===== src/rtl/baudgen_pkg.sv =====
package baudgen_pkg;
  localparam int BYTE_W = 8;
  localparam int LANES  = 2;
  localparam int DIV_W  = BYTE_W * LANES;

  typedef logic [DIV_W-1:0] div_t;

  // next value of the down-counter when no reload happens
  function automatic div_t cnt_step(input div_t cnt, input div_t div);
    if (div == '0)        cnt_step = '0;
    else if (cnt <= 1)    cnt_step = div;
    else                  cnt_step = cnt - 1'b1;
  endfunction

  // tick condition from the registered count
  function automatic logic tick_due(input div_t cnt, input div_t div);
    tick_due = (div != '0) && (cnt == div_t'(1));
  endfunction
endpackage


===== src/rtl/baudgen_divreg.sv =====
module baudgen_divreg
  import baudgen_pkg::*;
#(
  parameter int LW = BYTE_W,
  parameter int NL = LANES
) (
  input  logic            clk,
  input  logic            rst_n,
  input  logic [NL-1:0]   we,
  input  logic [LW-1:0]   wdata,
  output logic [LW*NL-1:0] div_q,
  output logic [LW*NL-1:0] div_next,
  output logic            load
);
  for (genvar g = 0; g < NL; g++) begin : g_lane
    logic [LW-1:0] byte_q;
    always_ff @(posedge clk) begin
      if (!rst_n)     byte_q <= '0;
      else if (we[g]) byte_q <= wdata;
    end
    assign div_q[g*LW +: LW]    = byte_q;
    assign div_next[g*LW +: LW] = we[g] ? wdata : byte_q;
  end
  assign load = |we;
endmodule


===== src/rtl/baudgen_downcnt.sv =====
module baudgen_downcnt
  import baudgen_pkg::*;
(
  input  logic clk,
  input  logic rst_n,
  input  logic load,
  input  div_t div_next,
  input  div_t div_q,
  output div_t cnt_q,
  output logic tick
);
  always_ff @(posedge clk) begin
    if (!rst_n)    cnt_q <= '0;
    else if (load) cnt_q <= div_next;
    else           cnt_q <= cnt_step(cnt_q, div_q);
  end
  assign tick = tick_due(cnt_q, div_q);
endmodule


===== src/rtl/baudgen_phase.sv =====
module baudgen_phase #(
  parameter int OS = 16
) (
  input  logic clk,
  input  logic rst_n,
  input  logic load,
  input  logic tick,
  input  logic mon_en,
  output logic bit_tick
);
  localparam int PW = (OS > 1) ? $clog2(OS) : 1;
  localparam logic [PW-1:0] LAST = PW'(OS - 1);
  logic [PW-1:0] ph_q;
  always_ff @(posedge clk) begin
    if (!rst_n)    ph_q <= '0;
    else if (load) ph_q <= '0;
    else if (tick) ph_q <= (ph_q == LAST) ? '0 : ph_q + 1'b1;
  end
  assign bit_tick = mon_en && tick && (ph_q == LAST);
endmodule


===== src/rtl/baudgen.sv =====
module baudgen
  import baudgen_pkg::*;
#(
  parameter int OVERSAMPLE = 16
) (
  input  logic              clk,
  input  logic              rst_n,
  input  logic              div_hi_we,
  input  logic              div_lo_we,
  input  logic [BYTE_W-1:0] div_wdata,
  input  logic              mon_en,
  output logic              tick16_o,
  output logic              bit_tick_o
);
  div_t div_q, div_next, cnt_q;
  logic load_evt;
  logic tick_evt;

  baudgen_divreg u_divreg (
    .clk(clk), .rst_n(rst_n), .we({div_hi_we, div_lo_we}), .wdata(div_wdata),
    .div_q(div_q), .div_next(div_next), .load(load_evt)
  );

  baudgen_downcnt u_cnt (
    .clk(clk), .rst_n(rst_n), .load(load_evt), .div_next(div_next),
    .div_q(div_q), .cnt_q(cnt_q), .tick(tick_evt)
  );

  baudgen_phase #(.OS(OVERSAMPLE)) u_phase (
    .clk(clk), .rst_n(rst_n), .load(load_evt), .tick(tick_evt),
    .mon_en(mon_en), .bit_tick(bit_tick_o)
  );

  assign tick16_o = tick_evt;
endmodule


===== config.mk =====
export PLATFORM = sky130hd
export DESIGN_NAME = baudgen
export DESIGN_NICKNAME = d
export VERILOG_FILES = /design/src/rtl/baudgen_pkg.sv /design/src/rtl/baudgen_divreg.sv /design/src/rtl/baudgen_downcnt.sv /design/src/rtl/baudgen_phase.sv /design/src/rtl/baudgen.sv
export SDC_FILE = /design/constraint.sdc
export NUM_CORES = 1
export LEC_CHECK = 0
export ABC_CLOCK_PERIOD_IN_PS = 2100
export BUFFER_PORTS_ARGS = -buffer_cell sky130_fd_sc_hd__buf_2
export CAP_MARGIN = 20
export CORE_ASPECT_RATIO = 0.7
export CORE_MARGIN = 2
export CORE_UTILIZATION = 30
export CTS_CLUSTER_DIAMETER = 80
export DETAILED_ROUTE_END_ITERATION = 12
export HOLD_SLACK_MARGIN = 0.03
export PLACE_DENSITY = 0.48
export RECOVER_POWER = 100
export SYNTH_ARGS = -nofsm -noshare
export SYNTH_HDL_FRONTEND = slang
export SYNTH_SLANG_ARGS = --single-unit

===== constraint.sdc =====
create_clock -name clk -period 2.1 [get_ports clk]
set_input_delay 0.42 -clock clk [delete_from_list [all_inputs] [get_ports clk]]
set_output_delay 0.42 -clock clk [all_outputs]
set_load 0.005 [all_outputs]

==> results of run 1 <==
-- cell families (layout without fill, tap and decap cells) --
logic type	count (synthesis)	in the layout	synth area share [%]
AOI/OAI and AO/OA	31	31	13.5
xor gates and xnor gates	12	12	5.81
adders and majority gates	3	3	2.07
buffers and inverters	17	52	3.87
DFF	36	36	39.8
muxes	28	28	15.5
and+or+nand+nor	69	69	19.4
-- per-stage QoR --
step / setup TNS [ps] / hold slack (ps)
CTS: -58.9 / 397
detailed placement: 0 / 498
global placement: 0 / 492
finish: -44.1 / 400
floorplan: 0 / 465
global route: -584 / 426
-- power breakdown --
| part | internal, mW | switching [mW] | total (mW) |
|---|---|---|---|
| sequential | 0.731 | 0.0478 | 0.779 |
| clock | 0.268 | 0.248 | 0.515 |
| combinational | 0.241 | 0.262 | 0.503 |
| total | 1.24 | 0.557 | 1.80 |
-- what timing repair did --
item                                    CTS  global route
endpoints found under the setup margin    2            13
pin swaps                                 2            10
hold buffers                              0             0
buffers inserted                          3             3
resized for setup                        12             7
-- worst max-delay path: stages, from the launching register on --
cell     delay [ps]
dfxtp_2         330
or4_4           560
nor4b_4         230
nand3_2         110
nor2_1           90
buf_2           110
-- layout make-up --
type,instances,area [sq um],share of cell area (%)
well taps,75,93.8,4.18
repair buffers,37,241,10.7
inverters,7,26.3,1.17
clock buffers,8,90.1,4.01
multi-input cells,143,1070,47.7
flip-flops and latches,36,723,32.2
-- layer usage --
layer | global-route usage (%) | up-vias
met3 | 4.03 | 6
met4 | 3.35 | 0
met2 | 23.6 | 36
li1 | - | 788
met1 | 21.6 | 783
met5 | 0 | -
-- worst paths after layout --
kind	from	cells after the start	slack, ps	endpoint
max	u_cnt.cnt_q[11]	5	-30	bit_tick_o
min	div_wdata[0]	3	400	u_divreg.g_lane[0].byte_q[0]
max reg2reg	u_cnt.cnt_q[4]	7	-10	u_cnt.cnt_q[14]
min reg2reg	u_phase.ph_q[3]	2	520	u_phase.ph_q[3]
-- registers in the layout (all words and copies together) (netlist names) --
register	count
u_cnt.cnt_q	16
u_divreg.g_lane.byte_q	16
u_phase.ph_q	4
-- cells in the mapped netlist, drive strengths merged, types with 5 or more instances --
library cell   n
xnor2          6
inv            7
o32ai         10
xor2           6
mux2i         28
or4            5
nand3          7
buf            6
dfxtp         36
nor3           8
nor4           6
nor2          33
==> out/results.txt, run 1 <==
status: complete, but fails checks
failing checks: setup timing
overall routing resource usage: 15.3%
grt ovf: 0
Post-synth ARST share: 0%
dpl ws: 54.0 ps
Die H: 69.0 um
Area Growth Syn to Fin: 24.1%
vias in the first global route: 1,554
I/O pins: 15
worst-path fanout max: 2
Period minus WS final: 2130 ps
1st-iter DRT viols: 75
Fin. Hold Viols: 0
area of the core: 5780 sq um
Lkg Pwr: 0.992 nW
Worst-Skew Late Latency: 290 ps
area share of the largest cell type after synthesis: 39.8%
RSZ-0062 raised after global routing: true
Setup Viol. Count Final: 4
port bufs: 14
Yosys reg bits: 36
worst slew pin tran: 575 ps
Antenna Nets Post-Route: 0
Rel. slew slack: 61.7%
ranking of synthesized cells by area: dfxtp_1 40%, mux2i_1 15%, nor2_1 6.8%
post-DP HPWL: 3.59 mm
crit path DAT: 1710 ps
most common cell after layout, fill and taps aside: dfxtp_1
Cell Area, Placed: 2060 sq um
fill count: 591
DR vias/cell: 5.27
largest net degree at the start of global routing: 18
Max Cap Violations: 0
met3 WL: 204 um
via count: 1,613
Top Metal Used: met4
Longest Clk Path Bufs: 2
Finished Layout Cells: 306
CTS clock-pin slew for the worst setup and hold paths: 70 ps
register area share after synthesis: 39.8%
crit share post-route: 101%
number of diodes: 0
floorplan row count: 23
nets@finish: 246
most frequent cells in the layout: 34 x dfxtp_1, 30 x nor2_1, 28 x mux2i_1, 15 x buf_4, 13 x buf_2
Worst Path Required: 1680 ps
Final Wtd Congestion: 0.856
CP Capture Type: primary output
synthesized cell area: 1810 sq um
global-route wire length before repair: 8.00 mm
setup ws final: -29.1 ps
design area: 2250 sq um
Total Die Area: 6680 sq um
Synth Area per Inst: 9.24 sq um
wire per inst: 16.0 um
startpoint type of the worst setup path: register
pwr/cell area: 800 nW/um^2
post-synthesis instance total: 196
CTS sink count: 36
VDD IR max: 0.322 mV
CTS buffer count: 5
CTS tree: done
fmax: 470 MHz
Pwr Total: 1.80 mW
drt pass-1 iters: 4
met2 wire len: 2.01 mm
Die W: 96.9 um
Hold Path Class: in2reg
M1 wire length: 2.63 mm
initial antenna violation count: 0
Inst Count DP: 292
Clock Skew: 11.4 ps
number of library cell types mapped by synthesis: 34
max-slew violation count: 0
Post-Syn Nets: 212
Yosys warnings: 0
DRC: 0
CTS Root Cell: clkbuf_8
EDFF count, synth: 0
Final Core Density: 38.8%
drt total wl: 4.89 mm
crit path kind: reg2out
Most used DFF post-synth: dfxtp_1
Initial Util: 31.3%
post-synth top area cell: dfxtp_1
layout cell share with drive strength beyond 1: 23.8%
H-tree depth: 2
No activity file was read; power rests on OpenSTA's default activity.
==> inputs of run 2 (changes only) <==
--- a/config.mk
+++ b/config.mk
@@ -5,6 +5,7 @@
 export SDC_FILE = /design/constraint.sdc
 export NUM_CORES = 1
 export LEC_CHECK = 0
+export ABC_AREA = 1
 export ABC_CLOCK_PERIOD_IN_PS = 2100
 export BUFFER_PORTS_ARGS = -buffer_cell sky130_fd_sc_hd__buf_2
 export CAP_MARGIN = 20
==> run 2 against run 1 <==
Compared with the run above:
- the run now ends clean
- clock power decreased by 11%
- final area increased by 7.2%
- flip-flop and latch count unchanged
- maximum frequency increased by 6.0%
- critical path type unchanged
- critical endpoint unchanged
==> out/results.txt, run 2 <==
most frequent cells in the layout: 84 x nand2_1, 38 x inv_1, 32 x nor2_1, 32 x nand3_1, 31 x dfxtp_1
area share of the largest cell type after synthesis: 34.7% (-5.1 points)
Setup Viol. Count Final: 0 (-4)
grt ovf: 0 (unchanged)
Lkg Pwr: 1.11 nW (+12%)
Worst-Skew Late Latency: 290 ps (about the same)
layout cell share with drive strength beyond 1: 16.5% (-7.3 points)
largest registers: u_cnt.cnt_q: 16 flops, u_divreg.g_lane.byte_q: 16 flops, u_phase.ph_q: 4 flops
I/O pins: 15 (unchanged)
Yosys warnings: 0 (unchanged)
global-route wire length before repair: 9.25 mm (+16%)
Period minus WS final: 2010 ps (-120 ps)
CTS Hold Bufs: 0 (unchanged)
number of diodes: 0 (unchanged)
Worst Reg-to-Reg Cells: 9 (+2)
fill count: 737 (+25%)
RR Startpoint: u_cnt.cnt_q[0]
synthesized cell area: 2080 sq um (+15%)
post-synth top area cell: dfxtp_1
multi-input logic area: 1190 sq um (+11%)
Rel. slew slack: 57.2% (-4.5 points)
nets@finish: 356 (+45%)
CTS buffer count: 5 (unchanged)
Final Wtd Congestion: 0.852 (-0.44%)
critical path's slowest cell: dfxtp_1
fmax: 498 MHz (+6.0%)
EDFF count, synth: 0 (unchanged)
initial antenna violation count: 0 (unchanged)
DRC: 0 (unchanged)
worst slew pin tran: 642 ps (+67.5 ps)
via count: 1,949 (+21%)
ranking of synthesized cells by area: dfxtp_1 35%, nand2_1 15%, nand3_1 7.9%
Fin. Hold Viols: 0 (unchanged)
CTS Root Cell: clkbuf_8
Total Die Area: 7620 sq um (+14%)
crit-path leading delay family: simple AND/OR/NAND/NOR gates
Antenna Nets Post-Route: 0 (unchanged)
hold endpoint: u_divreg.g_lane[1].byte_q[7]
crit path kind: reg2out
CP Capture Type: primary output
Final Core Density: 35.8% (-3.0 points)
RR Endpoint: u_cnt.cnt_q[9]
startpoint type of the worst setup path: register
Reg area: 729 sq um (+0.87%)
Synth Area per Inst: 6.56 sq um (-29%)
post-DP HPWL: 4.35 mm (+21%)
critical path cell sequence: nor2_4 > nand2_2 > nor2_2 > nand3_2 > nor2_2 > nand4_1 > nor2_1 > buf_2
floorplan row count: 25 (+8.7%)
largest net degree at the start of global routing: 19 (+1)
CTS clock-pin slew for the worst setup and hold paths: 70 ps (about the same)
pwr/cell area: 707 nW/um^2 (-12%)
Area Growth Syn to Fin: 15.9%
Yosys reg bits: 36 (unchanged)
port bufs: 14 (unchanged)
Worst Path Required: 1680 ps (about the same)
worst hold path startpoint: div_wdata[7]
status: complete, no violations
Post-synth ARST share: 0% (unchanged)
Most used DFF post-synth: dfxtp_1
RSZ-0062 raised after global routing: true
VDD IR max: 0.405 mV (+26%)
vias in the first global route: 1,726 (+11%)
wire per inst: 12.9 um (-20%)
Top cell by count, worst path: nor2_2
Die H: 73.7 um (+6.8%)
number of library cell types mapped by synthesis: 26 (-24%)
Hold Crit Depth: 3 (unchanged)
overall routing resource usage: 15.7% (+0.41 points)
CTS sink count: 36 (unchanged)
Max Cap Violations: 0 (unchanged)
drt total wl: 5.58 mm (+14%)
register area share after synthesis: 34.7% (-5.1 points)
crit share post-route: 95.7% (-5.7 points)
CTS tree: done
flop-to-flop setup slack: 290 ps (+300 ps)
Pwr Total: 1.70 mW (-5.2%)
H-tree depth: 2 (unchanged)
Initial Util: 30.9% (-0.38 points)
worst-path fanout max: 3 (+1)
area of the core: 6730 sq um (+16%)
Longest Clk Path Bufs: 2 (unchanged)
post-synthesis instance total: 317 (+62%)
Worst Path Buf+Inv: 1 (unchanged)
Synth top cells by count: 84 x nand2_1, 41 x inv_1, 36 x dfxtp_1
drt pass-1 iters: 4 (unchanged)
DR vias/cell: 4.49 (-15%)
Die W: 104 um (+6.9%)
crit path DAT: 1590 ps (-120 ps)
Hold Path Class: in2reg
count leader, synth: nand2_1
Clock Skew: 7.92 ps (-3.46 ps)
1st-iter DRT viols: 118 (+57%)
max-slew violation count: 0 (unchanged)
Post-Syn Nets: 333 (+57%)
CP max stage delay: 370 ps (-190 ps)
most common cell after layout, fill and taps aside: nand2_1
## run 2: final cells by class
type / count / area share [%]
clock inverter: 1 / 0.208
clock buffer: 6 / 3.01
sequential: 36 / 30.3
tap: 94 / 4.88
inverter: 42 / 6.54
multi-input combinational: 231 / 49.3
timing repair buffer: 24 / 5.82
## run 2: worst max-delay path by stage
| stage | to | from | cells after the start |
|---|---|---|---|
| after floorplan | bit_tick_o | u_cnt.cnt_q[6] | 7 |
| after global placement | bit_tick_o | u_cnt.cnt_q[6] | 8 |
| after detailed placement | u_cnt.cnt_q[9] | u_cnt.cnt_q[0] | 9 |
| after CTS | bit_tick_o | u_cnt.cnt_q[5] | 8 |
| after global routing | bit_tick_o | u_cnt.cnt_q[3] | 8 |
| final | bit_tick_o | u_cnt.cnt_q[6] | 8 |
## run 2: timing repair
action / in CTS / in global routing
setup endpoints to repair: 1 / 1
buffers inserted: 0 / 4
gates resized for setup: 1 / 16
pin swaps: 0 / 5
## run 2: metrics by stage
stage | TNS, ps | std cells | setup WS [ps] | cell area (sq um) | hold WS (ps)
floorplan | 0 | 317 | 468 | 2080 | 460
global placement | 0 | 423 | 274 | 2260 | 491
detailed placement | 0 | 423 | 292 | 2260 | 490
CTS | 0 | 430 | 33.5 | 2340 | 417
global route | -32.6 | 434 | -32.6 | 2410 | 445
finish | 0 | 434 | 90.9 | 2410 | 430
## run 2: tightest hold or removal path, delay by kind of cell
family | cells | cell delay (ps)
AOI/OAI and AO/OA | 1 | 80
buffers and inverters | 2 | 160
## run 2: logic make-up (layout without fill, tap and decap cells)
group | Yosys count | in the layout | share of synthesized area [%]
flip-flops | 36 | 36 | 34.7
adder cells (fa/ha/maj) | 3 | 3 | 1.81
AND/OR/NAND/NOR | 177 | 177 | 40.0
buffers and inverters | 50 | 73 | 9.99
AO/OA/AOI/OAI | 44 | 44 | 10.6
XOR/XNOR | 7 | 7 | 2.95
## run 2: power breakdown
| part | total (mW) | internal, mW | switching (mW) |
|---|---|---|---|
| Sequential | 0.803 | 0.738 | 0.0653 |
| Clock | 0.456 | 0.225 | 0.231 |
| Combinational | 0.446 | 0.171 | 0.275 |
## run 2: routing by layer
metal,wire (um),track usage [%],vias up
met2,1970,19.1,43
li1,-,-,1055
met5,0,0,-
met4,16,3.30,0
met1,3350,26.2,849
met3,241,3.73,2
==> inputs of run 3 (changes only) <==
--- a/config.mk
+++ b/config.mk
@@ -15,8 +15,10 @@
 export CTS_CLUSTER_DIAMETER = 80
 export DETAILED_ROUTE_END_ITERATION = 12
 export HOLD_SLACK_MARGIN = 0.03
+export MAX_ROUTING_LAYER = met4
 export PLACE_DENSITY = 0.48
 export RECOVER_POWER = 100
+export SLEW_MARGIN = 0
 export SYNTH_ARGS = -nofsm -noshare
 export SYNTH_HDL_FRONTEND = slang
 export SYNTH_SLANG_ARGS = --single-unit
==> run 3 against run 2 <==
Compared with the run above:
- clock skew barely moved
- flip-flop and latch count did not move
- final area did not move
- first-iteration DRC count rose by 6.8%
- die area did not move
- total power barely moved
- via count fell by 0.51%
- worst setup slack improved by 4.0 ps
- worst hold slack barely moved
- clock power barely moved
- critical path type unchanged
==> out/results.txt, run 3 (same netlist as run 2, synthesis figures left out) <==
RSZ-0062 raised after global routing: true
Final Wtd Congestion: 0.866 (+1.6%)
Worst Path Required: 1680 ps (about the same)
port bufs: 14 (unchanged)
CTS tree: done
CTS clock-pin slew for the worst setup and hold paths: 70 ps (about the same)
Area Growth Syn to Fin: 15.9% (unchanged)
pwr/cell area: 707 nW/um^2 (about the same)
via count: 1,939 (-0.51%)
largest registers: u_cnt.cnt_q: 16 flops, u_divreg.g_lane.byte_q: 16 flops, u_phase.ph_q: 4 flops
overall routing resource usage: 16.2% (+0.48 points)
Worst-Skew Late Latency: 290 ps (about the same)
worst slew pin tran: 642 ps (-0.263 ps)
Internal: 1.13 mW (unchanged)
1st-iter DRT viols: 126 (+6.8%)
crit-path leading delay family: simple AND/OR/NAND/NOR gates
drt total wl: 5.59 mm (+0.16%)
Rel. slew slack: 57.2% (about the same)
Setup TNS: 0 ps (unchanged)
Worst Path Buf+Inv: 1 (unchanged)
most frequent cells in the layout: 84 x nand2_1, 38 x inv_1, 32 x nor2_1, 32 x nand3_1, 31 x dfxtp_1
DR vias/cell: 4.47 (-0.51%)
critical path's slowest cell: dfxtp_1
initial antenna violation count: 0 (unchanged)
Finished Layout Cells: 434 (unchanged)
CTS sink count: 36 (unchanged)
Lkg Pwr: 1.11 nW (unchanged)
multi-input logic area: 1190 sq um (unchanged)
combinational share of power: 26.1% (about the same)
Hold Path Class: in2reg
Antenna Nets Post-Route: 0 (unchanged)
Initial Util: 30.9% (unchanged)
Setup Viol. Count Final: 0 (unchanged)
crit path DAT: 1590 ps (about the same)
I/O pins: 15 (unchanged)
most common cell after layout, fill and taps aside: nand2_1
global-route wire length before repair: 9.25 mm (about the same)
fill count: 737 (unchanged)
area of the core: 6730 sq um (unchanged)
Net Sw Power: 0.570 mW (about the same)
vias in the first global route: 1,725 (-0.058%)
number of diodes: 0 (unchanged)
VDD IR max: 0.405 mV (about the same)
grt ovf: 0 (unchanged)
Reg area: 729 sq um (unchanged)
CTS buffer count: 5 (unchanged)
DRC: 0 (unchanged)
fmax: 499 MHz (+0.20%)
status: complete, no violations
crit share post-route: 95.5% (-0.19 points)
CTS Root Cell: clkbuf_8
worst-path fanout max: 3 (unchanged)
Top cell by count, worst path: nor2_2
largest net degree at the start of global routing: 19 (unchanged)
max-slew violation count: 0 (unchanged)
Inst Count DP: 423 (unchanged)
Seq pwr share: 47.1% (about the same)
startpoint type of the worst setup path: register
crit path kind: reg2out
CP max stage delay: 370 ps (about the same)
wire per inst: 12.9 um (+0.16%)
layout cell share with drive strength beyond 1: 16.5% (unchanged)
Longest Clk Path Bufs: 2 (unchanged)
CP Capture Type: primary output
share of total power in the clock network: 26.7% (about the same)
Die W: 104 um (unchanged)
Net Sw Frac: 33.5% (about the same)
Final Core Density: 35.8% (unchanged)
nets@finish: 356 (unchanged)
Max Cap Violations: 0 (unchanged)
floorplan row count: 25 (unchanged)
Period minus WS final: 2010 ps (-4.04 ps)
critical path cell sequence: nor2_4 > nand2_2 > nor2_2 > nand3_2 > nor2_2 > nand4_1 > nor2_1 > buf_2
Total Die Area: 7620 sq um (unchanged)
Fin. Hold Viols: 0 (unchanged)
drt pass-1 iters: 4 (unchanged)
Die H: 73.7 um (unchanged)
post-DP HPWL: 4.35 mm (unchanged)
H-tree depth: 2 (unchanged)
Clock Skew: 7.91 ps (-0.0113 ps)
run 3: cell counts in the layout (fill, tap and decap cells not counted):
Identical to the previous run, type by type.
run 3: worst register-to-register path, stage by stage, from the launching register on:
cell and delay, ps:
dfxtp_4 370, inv_1 80, ha_1 280, nand2_4 110, nor2_8 170, nand4_4 260
nand2_4 240, nand2_1 80, nand3_1 90, nand2_1 50
run 3: routing by layer:
metal | GRT usage, % | share of wire (%)
met1 | 26.2 | 60
met2 | 19.1 | 35
met3 | 3.73 | 4.4
met4 | 3.30 | 0.32
met5 | - | 0
run 3: what timing repair did:
action                                  CTS  global route
hold buffers                              0             0
pin swaps                                 0             5
gates resized for setup                   1            16
setup buffers                             0             4
endpoints found under the setup margin    1             1
run 3: layout make-up:
cell class	count	area share [%]
Clock buffer	6	3.01
Clock inverter	1	0.208
Inverter	42	6.54
Multi-Input combinational cell	231	49.3
Sequential cell	36	30.3
Tap cell	94	4.88
Timing Repair Buffer	24	5.82
run 3: worst paths after layout:
path	startpoint	end	slack (ps)	cells after the start
max	u_cnt.cnt_q[6]	bit_tick_o	90	8
min	div_wdata[7]	u_divreg.g_lane[1].byte_q[7]	430	3
max reg2reg	u_cnt.cnt_q[0]	u_cnt.cnt_q[9]	290	9
min reg2reg	u_phase.ph_q[0]	u_phase.ph_q[0]	500	2
run 3: power groups by stage:
stage          Clock, mW  Combinational (mW)  Sequential [mW]
6_report           0.456               0.445            0.803
2_1_floorplan          0               0.316            0.788
4_1_cts            0.470               0.414            0.792
3_5_place_dp           0               0.410            0.807
3_3_place_gp           0               0.417            0.808
5_1_grt            0.504               0.507            0.809
run 3: through the flow:
step | hold WS [ps] | instance area (sq um) | setup slack (ps) | power [mW]
2_1_floorplan | 460 | 2080 | 468 | 1.10
3_3_place_gp | 491 | 2260 | 274 | 1.23
3_5_place_dp | 490 | 2260 | 292 | 1.22
4_1_cts | 417 | 2340 | 33.5 | 1.67
5_1_grt | 445 | 2410 | -32.6 | 1.82
6_report | 430 | 2410 | 94.9 | 1.70
